**src/rtl/irq_pkg.sv**
```systemverilog
package irq_pkg;
  localparam int NUM_EXT = 2;
  localparam int NUM_TMR = 2;
  localparam int NUM_SRC = NUM_EXT + NUM_TMR + 1;
  localparam int IDX_W   = $clog2(NUM_SRC);
  localparam int SER_IDX = NUM_SRC - 1;

  // index of external source i and timer i in the service order
  function automatic int extIdx(input int i);
    return 2 * i;
  endfunction

  function automatic int tmrIdx(input int i);
    return 2 * i + 1;
  endfunction

  typedef struct packed {
    logic               fire;
    logic [IDX_W-1:0]   idx;
    logic [NUM_EXT-1:0] extClr;
  } ctlStrobe_t;
endpackage

```
**src/rtl/irq_datapath.sv**
```systemverilog
module irq_datapath
  import irq_pkg::*;
#(
  parameter int VEC_W    = 16,
  parameter int VEC_BASE = 3,
  parameter int VEC_STEP = 8
) (
  input  logic               clk,
  input  logic               rst_n,
  input  logic [NUM_EXT-1:0] extPinN,
  input  logic [NUM_EXT-1:0] extEdgeSel,
  input  ctlStrobe_t         strobe,
  output logic [NUM_EXT-1:0] extFlag,
  output logic [VEC_W-1:0]   vectorAddr
);

  for (genvar i = 0; i < NUM_EXT; i++) begin : g_ext
    logic prevQ;
    logic flagQ;
    logic fallSeen;

    assign fallSeen = prevQ & ~extPinN[i];

    always_ff @(posedge clk) begin
      if (!rst_n) begin
        prevQ <= 1'b1;
        flagQ <= 1'b0;
      end else begin
        prevQ <= extPinN[i];
        if (extEdgeSel[i]) begin
          // a fresh edge outranks the clear from an accept
          if (fallSeen)               flagQ <= 1'b1;
          else if (strobe.extClr[i])  flagQ <= 1'b0;
        end else begin
          flagQ <= ~extPinN[i];
        end
      end
    end

    assign extFlag[i] = flagQ;

    // in edge mode the flag only rises after a sampled high-to-low change
    p_edge_only_r6: assert property (@(posedge clk) disable iff (!rst_n)
      (flagQ && !$past(flagQ) && $past(extEdgeSel[i]) && $past(rst_n))
        |-> ($past(prevQ) && !$past(extPinN[i])));

    // in level mode the flag mirrors the inverted pin one sample late
    p_level_follow_r7: assert property (@(posedge clk) disable iff (!rst_n)
      (!$past(extEdgeSel[i]) && $past(rst_n)) |-> (flagQ == !$past(extPinN[i])));
  end

  always_ff @(posedge clk) begin
    if (!rst_n) begin
      vectorAddr <= '0;
    end else if (strobe.fire) begin
      vectorAddr <= VEC_W'(VEC_BASE + int'(strobe.idx) * VEC_STEP);
    end
  end

  // a loaded vector always lands on the 8-byte grid above the base
  p_vec_grid_r1: assert property (@(posedge clk) disable iff (!rst_n)
    $past(strobe.fire) |->
      ((int'(vectorAddr) - VEC_BASE) % VEC_STEP == 0 &&
       int'(vectorAddr) <= VEC_BASE + (NUM_SRC - 1) * VEC_STEP));

endmodule

```
**src/rtl/irq_control.sv**
```systemverilog
module irq_control
  import irq_pkg::*;
(
  input  logic               clk,
  input  logic               rst_n,
  input  logic [NUM_EXT-1:0] extFlag,
  input  logic [NUM_TMR-1:0] tmrFlag,
  input  logic               serTxDone,
  input  logic               serRxDone,
  input  logic               globalEn,
  input  logic [NUM_SRC-1:0] srcEn,
  input  logic [NUM_SRC-1:0] srcPrio,
  input  logic               retStrobe,
  output ctlStrobe_t         strobe,
  output logic               acceptPulse,
  output logic [NUM_TMR-1:0] tmrClear,
  output logic               idleWake,
  output logic [1:0]         activeLevel
);

  logic [NUM_SRC-1:0] reqVec;
  logic [NUM_SRC-1:0] eligVec;
  logic [NUM_SRC-1:0] hiVec;
  logic [NUM_SRC-1:0] loVec;
  logic               takeHi;
  logic               takeLo;
  logic               fire;
  logic [IDX_W-1:0]   winIdx;
  logic [1:0]         levelNext;

  for (genvar i = 0; i < NUM_EXT; i++) begin : g_reqExt
    assign reqVec[extIdx(i)] = extFlag[i];
  end
  for (genvar i = 0; i < NUM_TMR; i++) begin : g_reqTmr
    assign reqVec[tmrIdx(i)] = tmrFlag[i];
  end
  assign reqVec[SER_IDX] = serTxDone | serRxDone;

  assign eligVec = reqVec & srcEn & {NUM_SRC{globalEn}};
  assign hiVec   = eligVec & srcPrio;
  assign loVec   = eligVec & ~srcPrio;

  function automatic logic [IDX_W-1:0] lowestSet(input logic [NUM_SRC-1:0] v);
    logic [IDX_W-1:0] r;
    r = '0;
    for (int k = NUM_SRC - 1; k >= 0; k--) begin
      if (v[k]) r = IDX_W'(k);
    end
    return r;
  endfunction

  // high beats anything but an active high; low needs an idle record
  assign takeHi = (|hiVec) && !activeLevel[1];
  assign takeLo = (|loVec) && (activeLevel == 2'b00);
  assign fire   = (takeHi || takeLo) && !retStrobe;
  assign winIdx = takeHi ? lowestSet(hiVec) : lowestSet(loVec);

  always_comb begin
    strobe.fire = fire;
    strobe.idx  = winIdx;
    for (int i = 0; i < NUM_EXT; i++) begin
      strobe.extClr[i] = fire && (int'(winIdx) == extIdx(i));
    end
  end

  always_comb begin
    levelNext = activeLevel;
    if (retStrobe) begin
      if (activeLevel[1]) levelNext[1] = 1'b0;
      else                levelNext[0] = 1'b0;
    end else if (fire) begin
      if (takeHi) levelNext[1] = 1'b1;
      else        levelNext[0] = 1'b1;
    end
  end

  always_ff @(posedge clk) begin
    if (!rst_n) begin
      acceptPulse <= 1'b0;
      idleWake    <= 1'b0;
      tmrClear    <= '0;
      activeLevel <= 2'b00;
    end else begin
      acceptPulse <= fire;
      idleWake    <= fire;
      activeLevel <= levelNext;
      for (int i = 0; i < NUM_TMR; i++) begin
        tmrClear[i] <= fire && (int'(winIdx) == tmrIdx(i));
      end
    end
  end

  // an accept always follows a cycle with the master enable on
  p_master_gate_r2: assert property (@(posedge clk) disable iff (!rst_n)
    acceptPulse |-> $past(globalEn));

  // a running high handler is never interrupted
  p_no_nest_high_r4: assert property (@(posedge clk) disable iff (!rst_n)
    acceptPulse |-> !$past(activeLevel[1]));

  // the return cycle takes nothing
  p_ret_blocks_r8: assert property (@(posedge clk) disable iff (!rst_n)
    $past(retStrobe) |-> !acceptPulse);

  // a timer clear only comes with an accept, and for one timer
  p_tmr_clear_r3: assert property (@(posedge clk) disable iff (!rst_n)
    (|tmrClear) |-> (acceptPulse && $onehot0(tmrClear)));

  // a level bit only rises through an accept
  p_level_rise_r10: assert property (@(posedge clk) disable iff (!rst_n)
    ($rose(activeLevel[1]) || $rose(activeLevel[0])) |-> acceptPulse);

endmodule

```
**src/rtl/irq_ctrl.sv**
```systemverilog
module irq_ctrl
  import irq_pkg::*;
#(
  parameter int VEC_W    = 16,
  parameter int VEC_BASE = 3,
  parameter int VEC_STEP = 8
) (
  input  logic               clk,
  input  logic               rst_n,
  input  logic [NUM_EXT-1:0] extPinN,
  input  logic [NUM_EXT-1:0] extEdgeSel,
  input  logic [NUM_TMR-1:0] tmrFlag,
  input  logic               serTxDone,
  input  logic               serRxDone,
  input  logic               globalEn,
  input  logic [NUM_SRC-1:0] srcEn,
  input  logic [NUM_SRC-1:0] srcPrio,
  input  logic               retStrobe,
  output logic               acceptPulse,
  output logic [VEC_W-1:0]   vectorAddr,
  output logic [NUM_TMR-1:0] tmrClear,
  output logic               idleWake,
  output logic [NUM_EXT-1:0] extFlag,
  output logic [1:0]         activeLevel
);

  ctlStrobe_t strobe;

  irq_datapath #(
    .VEC_W    (VEC_W),
    .VEC_BASE (VEC_BASE),
    .VEC_STEP (VEC_STEP)
  ) u_dp (
    .clk        (clk),
    .rst_n      (rst_n),
    .extPinN    (extPinN),
    .extEdgeSel (extEdgeSel),
    .strobe     (strobe),
    .extFlag    (extFlag),
    .vectorAddr (vectorAddr)
  );

  irq_control u_ctl (
    .clk         (clk),
    .rst_n       (rst_n),
    .extFlag     (extFlag),
    .tmrFlag     (tmrFlag),
    .serTxDone   (serTxDone),
    .serRxDone   (serRxDone),
    .globalEn    (globalEn),
    .srcEn       (srcEn),
    .srcPrio     (srcPrio),
    .retStrobe   (retStrobe),
    .strobe      (strobe),
    .acceptPulse (acceptPulse),
    .tmrClear    (tmrClear),
    .idleWake    (idleWake),
    .activeLevel (activeLevel)
  );

  // the wake strobe and the accept are the same event
  p_wake_with_accept_r9: assert property (@(posedge clk) disable iff (!rst_n)
    idleWake == acceptPulse);

endmodule

```
**config.mk**
```make
export PLATFORM = sky130hd
export DESIGN_NAME = irq_ctrl
export DESIGN_NICKNAME = d
export VERILOG_FILES = /design/src/rtl/irq_pkg.sv /design/src/rtl/irq_datapath.sv /design/src/rtl/irq_control.sv /design/src/rtl/irq_ctrl.sv
export SDC_FILE = /design/constraint.sdc
export NUM_CORES = 1
export LEC_CHECK = 0
export ABC_AREA = 1
export BUFFER_PORTS_ARGS = -buffer_cell sky130_fd_sc_hd__buf_4
export CORE_MARGIN = 5
export CORE_UTILIZATION = 42
export CTS_BUF_LIST = sky130_fd_sc_hd__clkbuf_8
export CTS_CLUSTER_DIAMETER = 30
export DETAILED_ROUTE_END_ITERATION = 10
export GPL_ROUTABILITY_DRIVEN = 0
export PLACE_DENSITY = 0.8
export SETUP_SLACK_MARGIN = 0.05
export SYNTH_ARGS = -nofsm -noshare
export SYNTH_HDL_FRONTEND = slang
export SYNTH_SLANG_ARGS = --single-unit
```
**constraint.sdc**
```tcl
create_clock -name clk -period 1.1 [get_ports clk]
set_input_delay 0.11 -clock clk [delete_from_list [all_inputs] [get_ports clk]]
set_output_delay 0.11 -clock clk [all_outputs]
set_load 0.01 [all_outputs]
```
-- Word-level counts from Yosys, hierarchy flattened
Index checks and enable logic that the tools add are counted.
- register bits: 25
- bits of input ports: 22
- output and inout bits: 24
- logic and storage cells: 67
- $add $sub $neg: 1
- equal/unequal tests: 7
- muxes and demuxes: 21
- bitwise gates (word level): 11
- reduce and logical (&&, ||, !) cells: 18
- operator list (kind ; count):
    2-to-1 mux 3 bit ; 11
    bitwise AND 5 bit ; 4
    2-to-1 mux 1 bit ; 10
    OR reduction 5 bit ; 2
    adder 2 x 6 -> 7 bit, first input constant ; 1
    logical AND 1 bit ; 7
    equality test 3 bit, second input constant ; 2
    inequality test 3 x 1 -> 1 bit, second input constant ; 2
    NOT 5 bit ; 1
    inequality test 2 bit, second input constant ; 2
    equality test 3 x 2 -> 1 bit, second input constant ; 1
    zero test 3 bit ; 1
    NOT 1 bit ; 3
    AND reduction 3 bit ; 1
    bitwise AND 1 bit ; 2
    zero test 1 bit ; 2
    zero test 2 bit ; 1
    AND reduction 2 bit ; 1
    nonzero test 2 bit ; 1
    OR reduction 2 bit ; 1
    logical OR 1 bit ; 1
    OR 1 bit ; 1

-- Depth between registers and ports, before layout
- word-level depth: 15
- depth in mapped cells: 13
- depth with buffers taken out: 13

-- Cells and area by module
Synthesis repeated with hierarchy kept, for this count alone.
- cell total of the unflattened synthesis: 140
- area total of the unflattened synthesis: 935.9 um2
- modules (own cells, without submodules) (module ; instances ; cells each ; area an instance (um2) ; seq. area each (um2)):
    irq_control ; 1 ; 82 ; 526.8 ; 100.1
    irq_datapath ; 1 ; 58 ; 409.1 ; 160.2

-- Least setup slack after synthesis
Ideal clock, no wire load.
- kind: flip-flop to flip-flop
- start point: register u_dp.g_ext[1].flagQ
- end point: register u_dp.g_ext[0].flagQ
- library setup time: 115 ps
- arrival: 1148 ps
- required time: 985 ps
- setup slack: -163 ps
- stages on the path, launching flop included: 12
- buffers on the path: 0
- period minus slack after synthesis: 1263 ps
- cells stage by stage: dfxtp_1 -> nand3_2 -> nor2_2 -> nor2_2 -> nand3_2 -> nand2_4 -> nand2_2 -> nand2_2 -> nor2_2 -> nand2_1 -> nand2_1 -> nand2_1
- longest elaborated chain between the ends: 10
- elaborated cells between the ends (all ways): 20
- classes of those cells: eq/ne: 1; mux: 7; bitwise: 4; reduce/logical: 8
- ends and longest elaborated chain (item ; RTL line ; text):
    start: declaration ; irq_datapath.sv:19 ; logic flagQ;
    start signal: assignment ; irq_datapath.sv:35 ; flagQ <= ~extPinN[i];
    bitwise AND 5 bit * (2 in a row) ; irq_control.sv:39 ; assign eligVec = reqVec & srcEn & {NUM_SRC{globalEn}};
    bitwise AND 5 bit, on equally long branches ; irq_control.sv:41, irq_control.sv:40 ;
    2-to-1 mux 3 bit (3 in a row) ; irq_control.sv:47 ; if (v[k]) r = IDX_W'(k);
    2-to-1 mux 3 bit ; irq_control.sv:56 ; assign winIdx = takeHi ? lowestSet(hiVec) : lowestSet(loVec);
    zero test 3 bit ; irq_control.sv:62 ; strobe.extClr[i] = fire && (int'(winIdx) == extIdx(i));
    logical AND 1 bit * ; irq_control.sv:62 ;
    inequality test 3 x 1 -> 1 bit (no source line) * ; - ;
    end signal: assignment ; irq_datapath.sv:35 ;
    end: declaration ; irq_datapath.sv:19 ;
Every way passes the cells marked *; elsewhere a longest branch is shown, timed or not.
A chain may end at the register's enable or synchronous reset.

-- Worst setup path in the final report
Ends and elaborated chain as after synthesis.

==> results.yml <==
sta:
  fmaxAchievable_ghz: 0.757
  min_period_ps: 1320
  rsz0062_at_grt: "yes"
  finClkSkew_ps: 3.37
  slew_viol_final: 0
  finalHoldViolCount: 0
  post-route-period-util_pct: 120
  worst_slack_ps: -221
  setup_viol: 11
pwr:
  powerDensity_nw_per_um2: 1040
  ir_drop_uv: 989
  power_leakage_uw: 0.000679
synthesis:
  async_flop_share_pct: 0
  synth_top_family_by_area: "simple AND/OR/NAND/NOR gates"
  synth-simple-area-share_pct: 39.5
  synthFlopType: "dfxtp_1"
  synthXorXnorAreaFrac_pct: 0
  syn_inst: 130
  synth_compound_area_share_pct: 9.42
  synth_cell_types: 25
  ys_seq_area_share_pct: 28.8
  synth_warnings: 0
  synth-edff-count: 0
  synth_area_um2: 903
  avgSynthCellArea_um2: 6.95
  postSynthRegisterBits: 13
  synth_fa_ha_area_share_pct: 0
  muxShareOfSynthArea_pct: 0
drt:
  detail-route-antenna-nets: 0
  avgViaCountPerCell: 4.51
  drc_errors: 0
  wl_per_cell_um: 10.2
  first_pass_iters: 4
  vias: 893
  drtIter0Drc: 8
  wl_mm: 2.02
grt:
  grt_pass1_wl_mm: 3.58
  use_met3_pct: 3.67
  gr-usage-met1_pct: 14.1
  antenna_found_initial: 0
  globalRouteOverflowTotal: 0
  first_global_vias: 900
  grt_use_met2_pct: 26.9
  grt_max_degree: 11
  grtUsageTotal_pct: 13.7
  grt.busiest_layer: "met2"
critical_path:
  worst_ep_required_time_ps: 1230
  criticalPathCategory: "reg -> reg"
  critPathMaxFanout: 7
  worstPathArrival_ps: 1450
  cp-end-kind: "flop"
  startpoint_type: "flop"
clock_network:
  cts_buffers: 3
  clockBufferDepth: 2
  holdBufCountCts: 0
  cts.htree.levels: 1
  clockRootBuffer: "clkbuf_8"
  tritoncts: "built"
  clk_latency_ps: 240
  clkSlewWorstSetupHoldPaths_ps: 50
  clock_sinks: 13
floorplan:
  die_y_um: 56.4
  rows: 16
  die-area_um2: 3180
  io_pins: 46
  start_util_pct: 45.1
  fp.coreArea_um2: 2000
  die_w_um: 56.4
cells_and_area:
  fillCellCount: 197
  drive_above_1_share_pct: 42.1
  fin_nets: 194
  diodes: 0
  utilization_pct: 62.0
  syn_to_final_growth_pct: 37.4
hold_path:
  hp-class: "in -> reg"
placement:
  dpl_worst_slack_ps: -228
  port_buffers: 34
  dp_hpwl_mm: 1.72
status:
  failed_checks: "negative setup slack"
  status: "finished, violations left"
run:
  max-cap-violations: 0
## synth_stat cells, types with 3 or more instances
library cell   n  area share, %
nand2_1       26             11
inv_1         17            7.1
buf_4         15             12
dfxtp_1       13             29
nor2_1         9            3.7
nand4_1        7            4.8
nand3_1        5            2.8
a21oi_1        4            2.2
nand2_2        4            2.8
nand3_2        4            4.4
nor2_2         4            2.8
o21ai_0        4            2.2
nor3_1         3            1.7
## layer usage
metal,routed length [um],up-vias
met5,0,-
met4,14,0
met3,109,2
met2,1080,24
met1,811,395
li1,-,472
## layout by cell type (no fill, tap or decap)
cell type	instances
nor2_1	8
nand2_1	24
a21oi_1	4
dfxtp_1	11
nand3b_1	1
nor2_4	1
nor3_1	3
nand2_2	6
dfxtp_2	2
buf_6	1
conb_1	11
o21bai_1	2
inv_1	18
nand2_4	2
o21ai_1	2
nand3_1	5
a21oi_2	2
a211oi_2	1
nand3_2	4
buf_4	43
o21ai_0	3
nor3_2	1
inv_4	1
nand4_1	7
nor2_2	5
clkbuf_8	3
## metrics by stage
step	total power (uW)	TNS, ps	std cells	instance area (um2)	hold slack (ps)
2_1_floorplan	764	-717	140	948	188
4_1_cts	1300	-1900	197	1230	37.1
6_report	1300	-1900	198	1240	39.3
3_5_place_dp	884	-1780	192	1170	288
5_1_grt	1380	-2960	198	1240	38.2
3_3_place_gp	874	-1220	192	1170	284
## repair_timing
action	CTS	global route
pin swaps	0	2
gates resized for setup	3	1
endpoints found under the setup margin	11	11
buffers inserted	1	1
## cell families after synthesis
kind of cell | after synthesis
and+or+nand+nor | 67
AOI/OAI and AO/OA | 14
other | 1
buffers and inverters | 35
DFF | 13
## final cells by class
class	count	area, um2	area share, %
Sequential cell	13	263	21.2
Tap cell	27	33.8	2.72
Clock buffer	3	41.3	3.33
Inverter	18	70.1	5.65
Timing Repair Buffer	44	334	26.9
Multi-Input combinational cell	92	495	39.9
Clock inverter	1	3.75	0.302
## sequential cells by signal, summed over array words and instances (netlist names)
signal and flops:
u_dp.g_ext.flagQ 2, u_dp.vectorAddr 4, u_dp.g_ext.prevQ 2, u_ctl.activeLevel 2
u_ctl.tmrClear 2, u_ctl.acceptPulse 1
## where the power goes
group          switching, uW  total, uW  internal, uW
clock                    159        405           246
sequential              21.9        525           503
combinational            190        366           176
total                    371       1300           924
## worst max-delay path: stages, from the launching register on
cell,delay (ps)
dfxtp_2,360
nand3_2,70
nor2_2,110
nor2_2,60
nand3_2,100
nand2_4,80
nand2_2,60
nand2_2,70
nor2_2,130
nand2_1,70
nand2_1,50
nand2_1,40
## final timing paths
path                            start                   end  slack [ps]  cells after the start
setup reg to reg  u_dp.g_ext[1].flagQ   u_dp.g_ext[0].flagQ        -220                     11
setup / recovery  u_dp.g_ext[1].flagQ   u_dp.g_ext[0].flagQ        -220                     11
hold reg to reg    u_dp.vectorAddr[1]    u_dp.vectorAddr[1]         460                      2
hold / removal              retStrobe  u_ctl.activeLevel[1]          40                      2
(Power assumes the default switching activity.)
